===== src/rtl/dsc_pkg.sv =====
package dsc_pkg;
    localparam int CH_BITS = 1;
    localparam int NCH     = 2 ** CH_BITS;
    localparam int DW      = 8;
    localparam int PTR_W   = 4;
    localparam int NREG    = 2 ** PTR_W;

    localparam logic [2:0] OFF_CMD  = 3'd1;
    localparam logic [2:0] OFF_DATA = 3'd5;

    localparam logic [PTR_W-1:0] REG_STAT  = 4'd0;
    localparam logic [PTR_W-1:0] REG_IMODE = 4'd1;
    localparam logic [PTR_W-1:0] REG_PEND  = 4'd3;
    localparam logic [PTR_W-1:0] REG_MIC   = 4'd9;
    localparam logic [PTR_W-1:0] REG_TCLO  = 4'd12;
    localparam logic [PTR_W-1:0] REG_TCHI  = 4'd13;
    localparam logic [PTR_W-1:0] REG_MISC  = 4'd14;

    localparam int IMODE_TXIE  = 1;
    localparam int IMODE_RXLO  = 3;
    localparam int IMODE_RXHI  = 4;
    localparam int MIC_MIE     = 3;
    localparam int MISC_LOOP   = 4;
    localparam int STAT_RXA    = 0;
    localparam int STAT_TXE    = 2;
    localparam int ERR_OVR     = 5;
endpackage


===== src/rtl/dsc_rxfifo.sv =====
module dsc_rxfifo #(
    parameter int DEPTH = 16,
    parameter int W     = 8,
    localparam int PW   = (DEPTH > 1) ? $clog2(DEPTH) : 1,
    localparam int CW   = $clog2(DEPTH + 1)
) (
    input  logic          clk,
    input  logic          rst,
    input  logic          push,
    input  logic [W-1:0]  din,
    input  logic          drop,
    input  logic          pop,
    output logic [W-1:0]  dout,
    output logic          not_empty,
    output logic          ovr,
    output logic [CW-1:0] count
);
    typedef struct packed {
        logic [DEPTH-1:0][W-1:0] mem;
        logic [PW-1:0]           rd;
        logic [PW-1:0]           wr;
        logic [CW-1:0]           cnt;
        logic                    ovr;
    } fifo_st_t;

    fifo_st_t st_d, st_q;
    logic     do_pop, do_push;

    function automatic logic [PW-1:0] wrap_inc(input logic [PW-1:0] p);
        return (p == PW'(DEPTH - 1)) ? '0 : p + 1'b1;
    endfunction

    always_comb begin
        st_d    = st_q;
        do_pop  = pop && (st_q.cnt != '0);
        do_push = push && ((st_q.cnt != CW'(DEPTH)) || do_pop);
        if (do_push) begin
            st_d.mem[st_q.wr] = din;
            st_d.wr           = wrap_inc(st_q.wr);
        end
        if (do_pop) begin
            st_d.rd = wrap_inc(st_q.rd);
        end
        st_d.cnt = st_q.cnt + CW'(do_push) - CW'(do_pop);
        if ((push && !do_push) || drop) begin
            st_d.ovr = 1'b1;
        end
    end

    always_ff @(posedge clk) begin
        if (rst) st_q <= '0;
        else     st_q <= st_d;
    end

    assign not_empty = (st_q.cnt != '0);
    assign dout      = not_empty ? st_q.mem[st_q.rd] : '0;
    assign ovr       = st_q.ovr;
    assign count     = st_q.cnt;
endmodule


===== src/rtl/dsc_irq.sv =====
module dsc_irq
    import dsc_pkg::*;
(
    input  logic           clk,
    input  logic           rst,
    input  logic           mie,
    input  logic           rx_mode_on,
    input  logic [NCH-1:0] txie,
    input  logic [NCH-1:0] tx_wr,
    input  logic [NCH-1:0] rx_avail,
    input  logic           clr,
    output logic [DW-1:0]  pend_reg,
    output logic           irq
);
    typedef struct packed {
        logic [NCH-1:0] tx_p;
        logic [NCH-1:0] rx_p;
    } irq_st_t;

    irq_st_t        st_d, st_q;
    logic [NCH-1:0] set_tx, set_rx;

    always_comb begin
        set_tx = tx_wr & txie & {NCH{mie}};
        set_rx = rx_avail & {NCH{mie && rx_mode_on}};
        st_d   = st_q;
        if (clr) begin
            st_d = '0;
        end else begin
            st_d.tx_p = st_q.tx_p | set_tx;
            st_d.rx_p = st_q.rx_p | set_rx;
        end
    end

    always_ff @(posedge clk) begin
        if (rst) st_q <= '0;
        else     st_q <= st_d;
    end

    // bit layout: 5 RX A, 4 TX A, 3 ext A, 2 RX B, 1 TX B, 0 ext B
    assign pend_reg = {2'b00, st_q.rx_p[0], st_q.tx_p[0], 1'b0,
                       st_q.rx_p[1], st_q.tx_p[1], 1'b0};
    assign irq = mie && ((st_q.tx_p | st_q.rx_p) != '0);
endmodule


===== src/rtl/dsc_regif.sv =====
module dsc_regif
    import dsc_pkg::*;
#(
    parameter int FIFO_DEPTH = 16,
    localparam int CW = $clog2(FIFO_DEPTH + 1)
) (
    input  logic              clk,
    input  logic              rst,
    input  logic              wr_en,
    input  logic              rd_en,
    input  logic [3:0]        addr,
    input  logic [DW-1:0]     wdata,
    output logic [DW-1:0]     rdata,
    input  logic [NCH-1:0]    rx_valid,
    input  logic [NCH*DW-1:0] rx_data,
    output logic [NCH-1:0]    tx_stb,
    output logic [DW-1:0]     tx_data,
    output logic              irq
);
    typedef struct packed {
        logic [NCH-1:0][NREG-1:0][DW-1:0] wreg;
        logic [NCH-1:0][PTR_W-1:0]        ptr;
        logic [NCH-1:0]                   pend;
        logic [DW-1:0]                    rdata;
        logic [NCH-1:0]                   tx_stb;
        logic [DW-1:0]                    tx_data;
    } top_st_t;

    top_st_t st_d, st_q;

    logic [CH_BITS-1:0]      ch;
    logic [2:0]              off;
    logic                    wr_cmd, wr_dat, rd_cmd, rd_dat, rd_any;
    logic [NCH-1:0]          tx_wr, lb_push, f_push, f_drop, f_pop;
    logic [NCH-1:0][DW-1:0]  f_din, f_dout;
    logic [NCH-1:0]          f_ne, f_ovr;
    logic [NCH-1:0][CW-1:0]  fifo_cnt;
    logic [NCH-1:0]          txie;
    logic [DW-1:0]           pend_reg, rd_val;
    logic                    pend_clr, mie, rx_mode_on;
    logic [PTR_W-1:0]        sel;

    // bus decode
    always_comb begin
        ch     = addr[3 -: CH_BITS];
        off    = addr[2:0];
        wr_cmd = wr_en && (off == OFF_CMD);
        wr_dat = wr_en && (off == OFF_DATA);
        rd_any = rd_en && !wr_en;
        rd_cmd = rd_any && (off == OFF_CMD);
        rd_dat = rd_any && (off == OFF_DATA);
        sel    = st_q.ptr[ch];
    end

    // shared interrupt controls live in channel A
    assign mie        = st_q.wreg[0][REG_MIC][MIC_MIE];
    assign rx_mode_on = (st_q.wreg[0][REG_IMODE][IMODE_RXHI:IMODE_RXLO] != 2'b00);
    assign pend_clr   = rd_dat || (rd_cmd && (ch == '0) && (sel == REG_PEND));

    // per-channel FIFO feed
    always_comb begin
        for (int c = 0; c < NCH; c++) begin
            tx_wr[c]   = wr_dat && (ch == CH_BITS'(c));
            lb_push[c] = tx_wr[c] && st_q.wreg[c][REG_MISC][MISC_LOOP];
            f_push[c]  = lb_push[c] || rx_valid[c];
            f_din[c]   = lb_push[c] ? wdata : rx_data[c*DW +: DW];
            f_drop[c]  = lb_push[c] && rx_valid[c];
            f_pop[c]   = rd_dat && (ch == CH_BITS'(c));
            txie[c]    = st_q.wreg[c][REG_IMODE][IMODE_TXIE];
        end
    end

    for (genvar c = 0; c < NCH; c++) begin : g_fifo
        dsc_rxfifo #(.DEPTH(FIFO_DEPTH), .W(DW)) u_fifo (
            .clk       (clk),
            .rst       (rst),
            .push      (f_push[c]),
            .din       (f_din[c]),
            .drop      (f_drop[c]),
            .pop       (f_pop[c]),
            .dout      (f_dout[c]),
            .not_empty (f_ne[c]),
            .ovr       (f_ovr[c]),
            .count     (fifo_cnt[c])
        );
    end

    dsc_irq u_irq (
        .clk        (clk),
        .rst        (rst),
        .mie        (mie),
        .rx_mode_on (rx_mode_on),
        .txie       (txie),
        .tx_wr      (tx_wr),
        .rx_avail   (f_ne),
        .clr        (pend_clr),
        .pend_reg   (pend_reg),
        .irq        (irq)
    );

    // read register mux for the addressed channel
    always_comb begin
        rd_val = '0;
        case (sel)
            REG_STAT: begin
                rd_val[STAT_TXE] = 1'b1;
                rd_val[STAT_RXA] = f_ne[ch];
            end
            REG_IMODE: rd_val[ERR_OVR] = f_ovr[ch];
            REG_PEND:  rd_val = (ch == '0) ? pend_reg : '0;
            REG_TCLO:  rd_val = st_q.wreg[ch][REG_TCLO];
            REG_TCHI:  rd_val = st_q.wreg[ch][REG_TCHI];
            default:   rd_val = '0;
        endcase
    end

    // next state
    always_comb begin
        st_d        = st_q;
        st_d.tx_stb = '0;
        if (wr_cmd) begin
            if (!st_q.pend[ch]) begin
                st_d.ptr[ch]  = wdata[PTR_W-1:0];
                st_d.pend[ch] = 1'b1;
            end else begin
                st_d.wreg[ch][st_q.ptr[ch]] = wdata;
                st_d.ptr[ch]  = '0;
                st_d.pend[ch] = 1'b0;
            end
        end
        if (wr_dat) begin
            st_d.tx_stb[ch] = 1'b1;
            st_d.tx_data    = wdata;
        end
        if (rd_any) begin
            if (rd_cmd) begin
                st_d.rdata    = rd_val;
                st_d.ptr[ch]  = '0;
                st_d.pend[ch] = 1'b0;
            end else if (rd_dat) begin
                st_d.rdata = f_dout[ch];
            end else begin
                st_d.rdata = '0;
            end
        end
    end

    always_ff @(posedge clk) begin
        if (rst) st_q <= '0;
        else     st_q <= st_d;
    end

    assign rdata   = st_q.rdata;
    assign tx_stb  = st_q.tx_stb;
    assign tx_data = st_q.tx_data;
endmodule


===== config.mk =====
export PLATFORM = sky130hd
export DESIGN_NAME = dsc_regif
export DESIGN_NICKNAME = d
export VERILOG_FILES = /design/src/rtl/dsc_pkg.sv /design/src/rtl/dsc_rxfifo.sv /design/src/rtl/dsc_irq.sv /design/src/rtl/dsc_regif.sv
export SDC_FILE = /design/constraint.sdc
export NUM_CORES = 1
export LEC_CHECK = 0
export BUFFER_PORTS_ARGS = -buffer_cell sky130_fd_sc_hd__buf_2
export CORE_UTILIZATION = 40
export CTS_BUF_LIST = sky130_fd_sc_hd__clkbuf_4 sky130_fd_sc_hd__clkbuf_8
export CTS_CLUSTER_DIAMETER = 80
export DETAILED_ROUTE_END_ITERATION = 8
export MAX_ROUTING_LAYER = met4
export SLEW_MARGIN = 20
export SYNTH_ARGS = -nofsm -noshare
export SYNTH_HDL_FRONTEND = slang
export SYNTH_HIERARCHICAL = 1
export SYNTH_SLANG_ARGS = --single-unit

===== constraint.sdc =====
create_clock -name clk -period 8.59 [get_ports clk]
set_input_delay 0 -clock clk [delete_from_list [all_inputs] [get_ports clk]]
set_output_delay 0 -clock clk [all_outputs]
set_load 0.02 [all_outputs]

* Word level (Yosys, flattened, before mapping) *
Cells that the tools add are included.

storage, ports and cells
  bits in registers = 572
  output and inout bits = 19
  logic and storage cells = 223

operators by class
  $add $sub $neg = 8
  $lt $le $gt $ge = 10
  eq/ne operators = 12
  muxes and demuxes = 53
  bitwise operators = 15
  reductions and logical operators = 45

operator list
  cell                   number
  $bwmux W128            2
  $bwmux W256            1
  $mux W112              2
  $demux W128 S1         1
  $mux W128              1
  $mux W8                13
  $demux W8 S4           3
  $bmux W8 S4            2
  $mux W10               3
  $mux W4                7
  $logic_and A1 B1 Y1    27
  $lt A4 B5 Y1 const B   5
  $eq A4 B4 Y1 const B   6
  $mux W18               1
  $add A4 B1 Y4 const B  4
  $and A8 B8 Y8          2
  $ge A4 B1 Y1 const B   3
  $pmux W1 S4            3
  $pmux W2 S3            2
  $add A5 B1 Y5          2
  $and A2 B2 Y2          5
  $ne A5 B5 Y1 const B   2
  $reduce_bool A5 Y1     2
  $sub A5 B1 Y5          2
  22 further kinds       42

* Logic depth before layout (Yosys ltp) *
  word-level depth = 11
  mapped depth = 17

* Modules after synthesis *
The synthesis kept the hierarchy.

modules (own cells, without submodules)
  module                          times used  cells each  area each (um^2)  sequential area each (um^2)
  dsc_rxfifo at g_fifo[1].u_fifo  1           611         6730.2            2842.7
  dsc_rxfifo at g_fifo[0].u_fifo  1           609         6717.7            2842.7
  dsc_regif                       1           467         3937.5            1341.3
  dsc_irq                         1           18          170.2             80.1

* Least setup slack after synthesis *
Ideal clock, no wire load.

  path kind = input port to flip-flop
  from = input port addr[3]
  to = register g_fifo[0].u_fifo.st_q (netlist bit g_fifo[0].u_fifo/count[4])
  library setup time = 0.071 ns
  data arrival time = 3.042 ns
  setup slack = 5.477 ns
  stages = 16
  path through = buf_4 > buf_6 > buf_2 > clkbuf_1 > nor2b_1 > nand2b_1 > clkbuf_1 > o21ai_2 > ha_1 > inv_1 > ha_1 > fa_1 > a21oi_1 > nor2_1 > or3_1 > a21oi_1

between the ends
  word-level cells in the longest chain between the ends = 7
  elaborated cells between the ends (all ways) = 10
  classes of those cells = add/sub (2); bitwise (1); reduce/logical (7)

ends and longest elaborated chain
  what                   line              source
  start, declared        dsc_regif.sv:11   input logic [3:0] addr,
  $not A1 Y1 *           -
  $logic_and A1 B1 Y1 *  dsc_regif.sv:68   f_pop[c] = rd_dat && (ch == CH_BITS'(c));
  named net f_pop[0]     dsc_regif.sv:34   logic [NCH-1:0] tx_wr, lb_push, f_push, f_drop, f_pop;
  $logic_and A1 B1 Y1 *  dsc_rxfifo.sv:35  do_pop = pop && (st_q.cnt != '0);
  $logic_or A1 B1 Y1     dsc_rxfifo.sv:36  do_push = push && ((st_q.cnt != CW'(DEPTH)) || do_pop);
  $logic_and A1 B1 Y1    dsc_rxfifo.sv:36
  $add A5 B1 Y5          dsc_rxfifo.sv:44  st_d.cnt = st_q.cnt + CW'(do_push) - CW'(do_pop);
  $sub A5 B1 Y5 *        dsc_rxfifo.sv:44
  end signal, assigned   dsc_rxfifo.sv:52  else st_q <= st_d;
  end, declared          dsc_rxfifo.sv:26  fifo_st_t st_d, st_q;

The timed path passes the listed nets; every way through them passes the cells marked *.
A chain may end at the register's enable or synchronous reset.

* Worst setup path after layout *
  from = input port addr[0]
  to = register g_fifo[0].u_fifo.st_q (netlist bit g_fifo[0].u_fifo/count[4])

between the ends
  word-level cells in the longest chain between the ends = 8
  elaborated cells between the ends (all ways) = 12
  classes of those cells = add/sub (2); eq/ne (1); reduce/logical (9)

ends and longest elaborated chain
  what                 line              source
  $eq A3 B3 Y1         dsc_regif.sv:48   wr_dat = wr_en && (off == OFF_DATA);
  $logic_and A1 B1 Y1  dsc_regif.sv:48
  $logic_and A1 B1 Y1  dsc_regif.sv:63   tx_wr[c] = wr_dat && (ch == CH_BITS'(c));
  $logic_and A1 B1 Y1  dsc_regif.sv:64   lb_push[c] = tx_wr[c] && st_q.wreg[c][REG_MISC][MISC_LOOP];
  $logic_or A1 B1 Y1   dsc_regif.sv:65   f_push[c] = lb_push[c] || rx_valid[c];
  named net f_push[0]  dsc_regif.sv:34
  $logic_and A1 B1 Y1  dsc_rxfifo.sv:36
  $add A5 B1 Y5        dsc_rxfifo.sv:44
  $sub A5 B1 Y5        dsc_rxfifo.sv:44

The timed path passes the listed nets, and every way through them passes these cells.

==> results by group <==
STA
  – Final hold vios: 0
  – Fmax: roughly 250 MHz
  – Sum Neg Setup Slack: 0 ns
  – Fin. max-slew vios: 0
  – Worst-case clock skew: just over 0.04 ns
  – Period utilisation layout: between 40 and 50%
  – Worst slew pin tran: approximately 1.1 ns
  – RSZ-0062 raised after global routing: false
  – Final-report setup violation count: 0
  – Relative slew slack: approximately 25%
  – Tmin final: between 4 and 5 ns

Hold path
  – Hold path start: rx_data[2]
  – WHS Endpoint: g_fifo[0].u_fifo/st_q[16]
  – Worst min path class: input port to register
  – Hold Path Depth: 4

Place
  – Placed cell areas: 0.01772 sq mm
  – Port Buffer Count: 52
  – Hpwl dp: between 20 and 30 mm
  – GP Congestion: 0.8586

Setup path
  – Worst setup EP type: register
  – WS Path Type: input port to register
  – Worst Path Arrival: roughly 4.6 ns
  – Reg2reg start: st_q[144]
  – Reg2Reg Depth: 11
  – Worst-path fanout max: 20
  – WP data required: between 9 and 10 ns
  – Reg2reg end: g_fifo[0].u_fifo/count[4]
  – Critical path origin: addr[0]
  – CP Launch Type: input port
  – R2R setup slack: 5.11 ns

Die
  – FP Rows: 76
  – DIE HEIGHT: 211.1 um
  – Die X: between 200 and 250 um
  – # IOs: between 50 and 60
  – Initial Utilization: between 40% and 50%
  – Total die area: ~0.045 sq mm
  – Core area: around 0.043 sq mm

Finish
  – Number of fill cells: between 4000 and 5000
  – Post-route cell area: around 0.019 sq mm
  – Proportion of layout cells with a drive suffix above 1: approximately a fifth
  – Area Growth Syn to Fin: 10.93%
  – FF+latch area: slightly above 0.007 sq mm
  – Area of the multi-input gates: roughly 0.0094 sq mm
  – Nets: roughly 1800
  – Max reg flops: about 270
  – Top reg by flops: g_fifo.u_fifo/st_q
  – N_diodes: 0

Clocking
  – # clock sinks: 355
  – Cts repair resizes: 0
  – Clk slew on worst S/H paths: roughly 0.060 ns
  – Maximum root-to-sink buffer count: 3
  – Max H-tree Level: 2
  – CTS buffer count: 59
  – Worst-Skew Late Latency: between 0.6 and 0.7 ns
  – Clock root buffer: clkbuf_8
  – CTS tree: yes

Synth
  – Syn Inst Count: approximately 1700
  – Syn_area_per_cell: ~10 sq um
  – Synth warn: 6
  – Mapped Area: between 0.015 and 0.02 sq mm

Pwr
  – P_leak: just under 0.007 uW
  – Max VDD drop: 0.1050 mV
  – Power per cell area: a little over 200 mW/mm^2

Flow run
  – # Max-Cap Violations: 0

Global routing
  – Initial antenna violation count: 0
  – GR Overflow Total: 0
  – Largest net degree at the start of global routing: about 170
  – First-pass GRT wire length: approximately 69 mm
  – Number of global-route vias before repair: roughly 12000
  – GRT Util Overall: between 20% and 30%

Routing
  – Average wire per standard cell: around 19 um
  – Via density: 5.442
  – DRT antenna net count: 0
  – Via count: around 13000
  – WL final: roughly 44 mm
  – DRC: 0
  – DR pass1 iterations: 7
  – First DRT Iteration DRCs: about 1000

Outcome
  – Status: completed
-- layout by cell type (no fill, tap or decap), drive strengths merged, types with 13 or more instances in the layout --
cell type,n
dfxtp,355
mux2i,292
nor2,282
a21oi,113
clkbuf,91
buf,66
mux4,64
o21ai,56
nand3,48
mux2,40
dlygate4sd3,37
nand2,36
ha,22
inv,22
nand4b,16
nor3,14
nand4,13
clkinv,13
-- what timing repair did --
item / in CTS / in global routing
buffers inserted: 0 / 0
hold buffers: 37 / 0
hold endpoints to repair: 216 / 0
-- worst max-delay path, cell delays in order --
cell and delay, ns:
dlygate4sd3_1 0.55, buf_2 0.13, nor2b_1 0.33, nand3_1 0.43, nor3b_2 0.82, or2_2 0.56, o21ai_2 0.16, ha_1 0.31
inv_1 0.04, ha_1 0.19, fa_1 0.40, a21oi_1 0.15, nor2_1 0.06, or3_1 0.34, a21oi_1 0.13
-- layer usage --
layer	GRT usage (%)	wire length (um)	part of all wire, %	up-vias
li1	-	-	-	6084
met1	27.12	20360	46	6180
met2	31.54	20400	46	364
met3	3.449	2571	5.8	74
met4	6.897	976	2.2	0
met5	-	0	0	-
-- worst max-delay path by stage --
| stage | endpoint | slack [ns] | depth (start not counted) |
|---|---|---|---|
| after floorplan | g_fifo[0].u_fifo/count[4] | 5.48 | 16 |
| after global placement | g_fifo[0].u_fifo/count[4] | 4.69 | 14 |
| after detailed placement | g_fifo[0].u_fifo/count[4] | 4.55 | 14 |
| after CTS | g_fifo[0].u_fifo/count[4] | 4.66 | 15 |
| after global routing | g_fifo[0].u_fifo/count[4] | 4.37 | 15 |
| final | g_fifo[0].u_fifo/count[4] | 4.53 | 15 |
-- power breakdown --
group	switching, uW	leakage, uW	internal (uW)
Combinational	424	0.00333	248
Sequential	41.1	0.00287	1700
Clock	699	0.000693	889
Total	1160	0.00689	2830
-- final cells by class --
| type | instances | share of cell area [%] |
|---|---|---|
| Multi-Input combinational cell | 1164 | 48.66 |
| Clock inverter | 16 | 0.6775 |
| Sequential cell | 355 | 36.67 |
| Inverter | 20 | 0.3871 |
| Clock buffer | 91 | 5.943 |
| Tap cell | 585 | 3.775 |
| Timing Repair Buffer | 103 | 3.884 |
-- stage by stage --
stage,hold slack (ns),setup WS [ns],total power [uW],std cells,utilization (%)
2_1_floorplan,0.07679,5.478,2293,1698,-
3_3_place_gp,0.3583,4.688,2414,2189,41.14
3_5_place_dp,0.3683,4.547,2423,2189,41.14
4_1_cts,0.0001169,4.658,4034,2333,44.98
5_1_grt,0.02659,4.373,4182,2334,45.02
6_report,0.04579,4.528,3998,2334,45.02
Note: power is estimated with default switching activity, not from simulation.
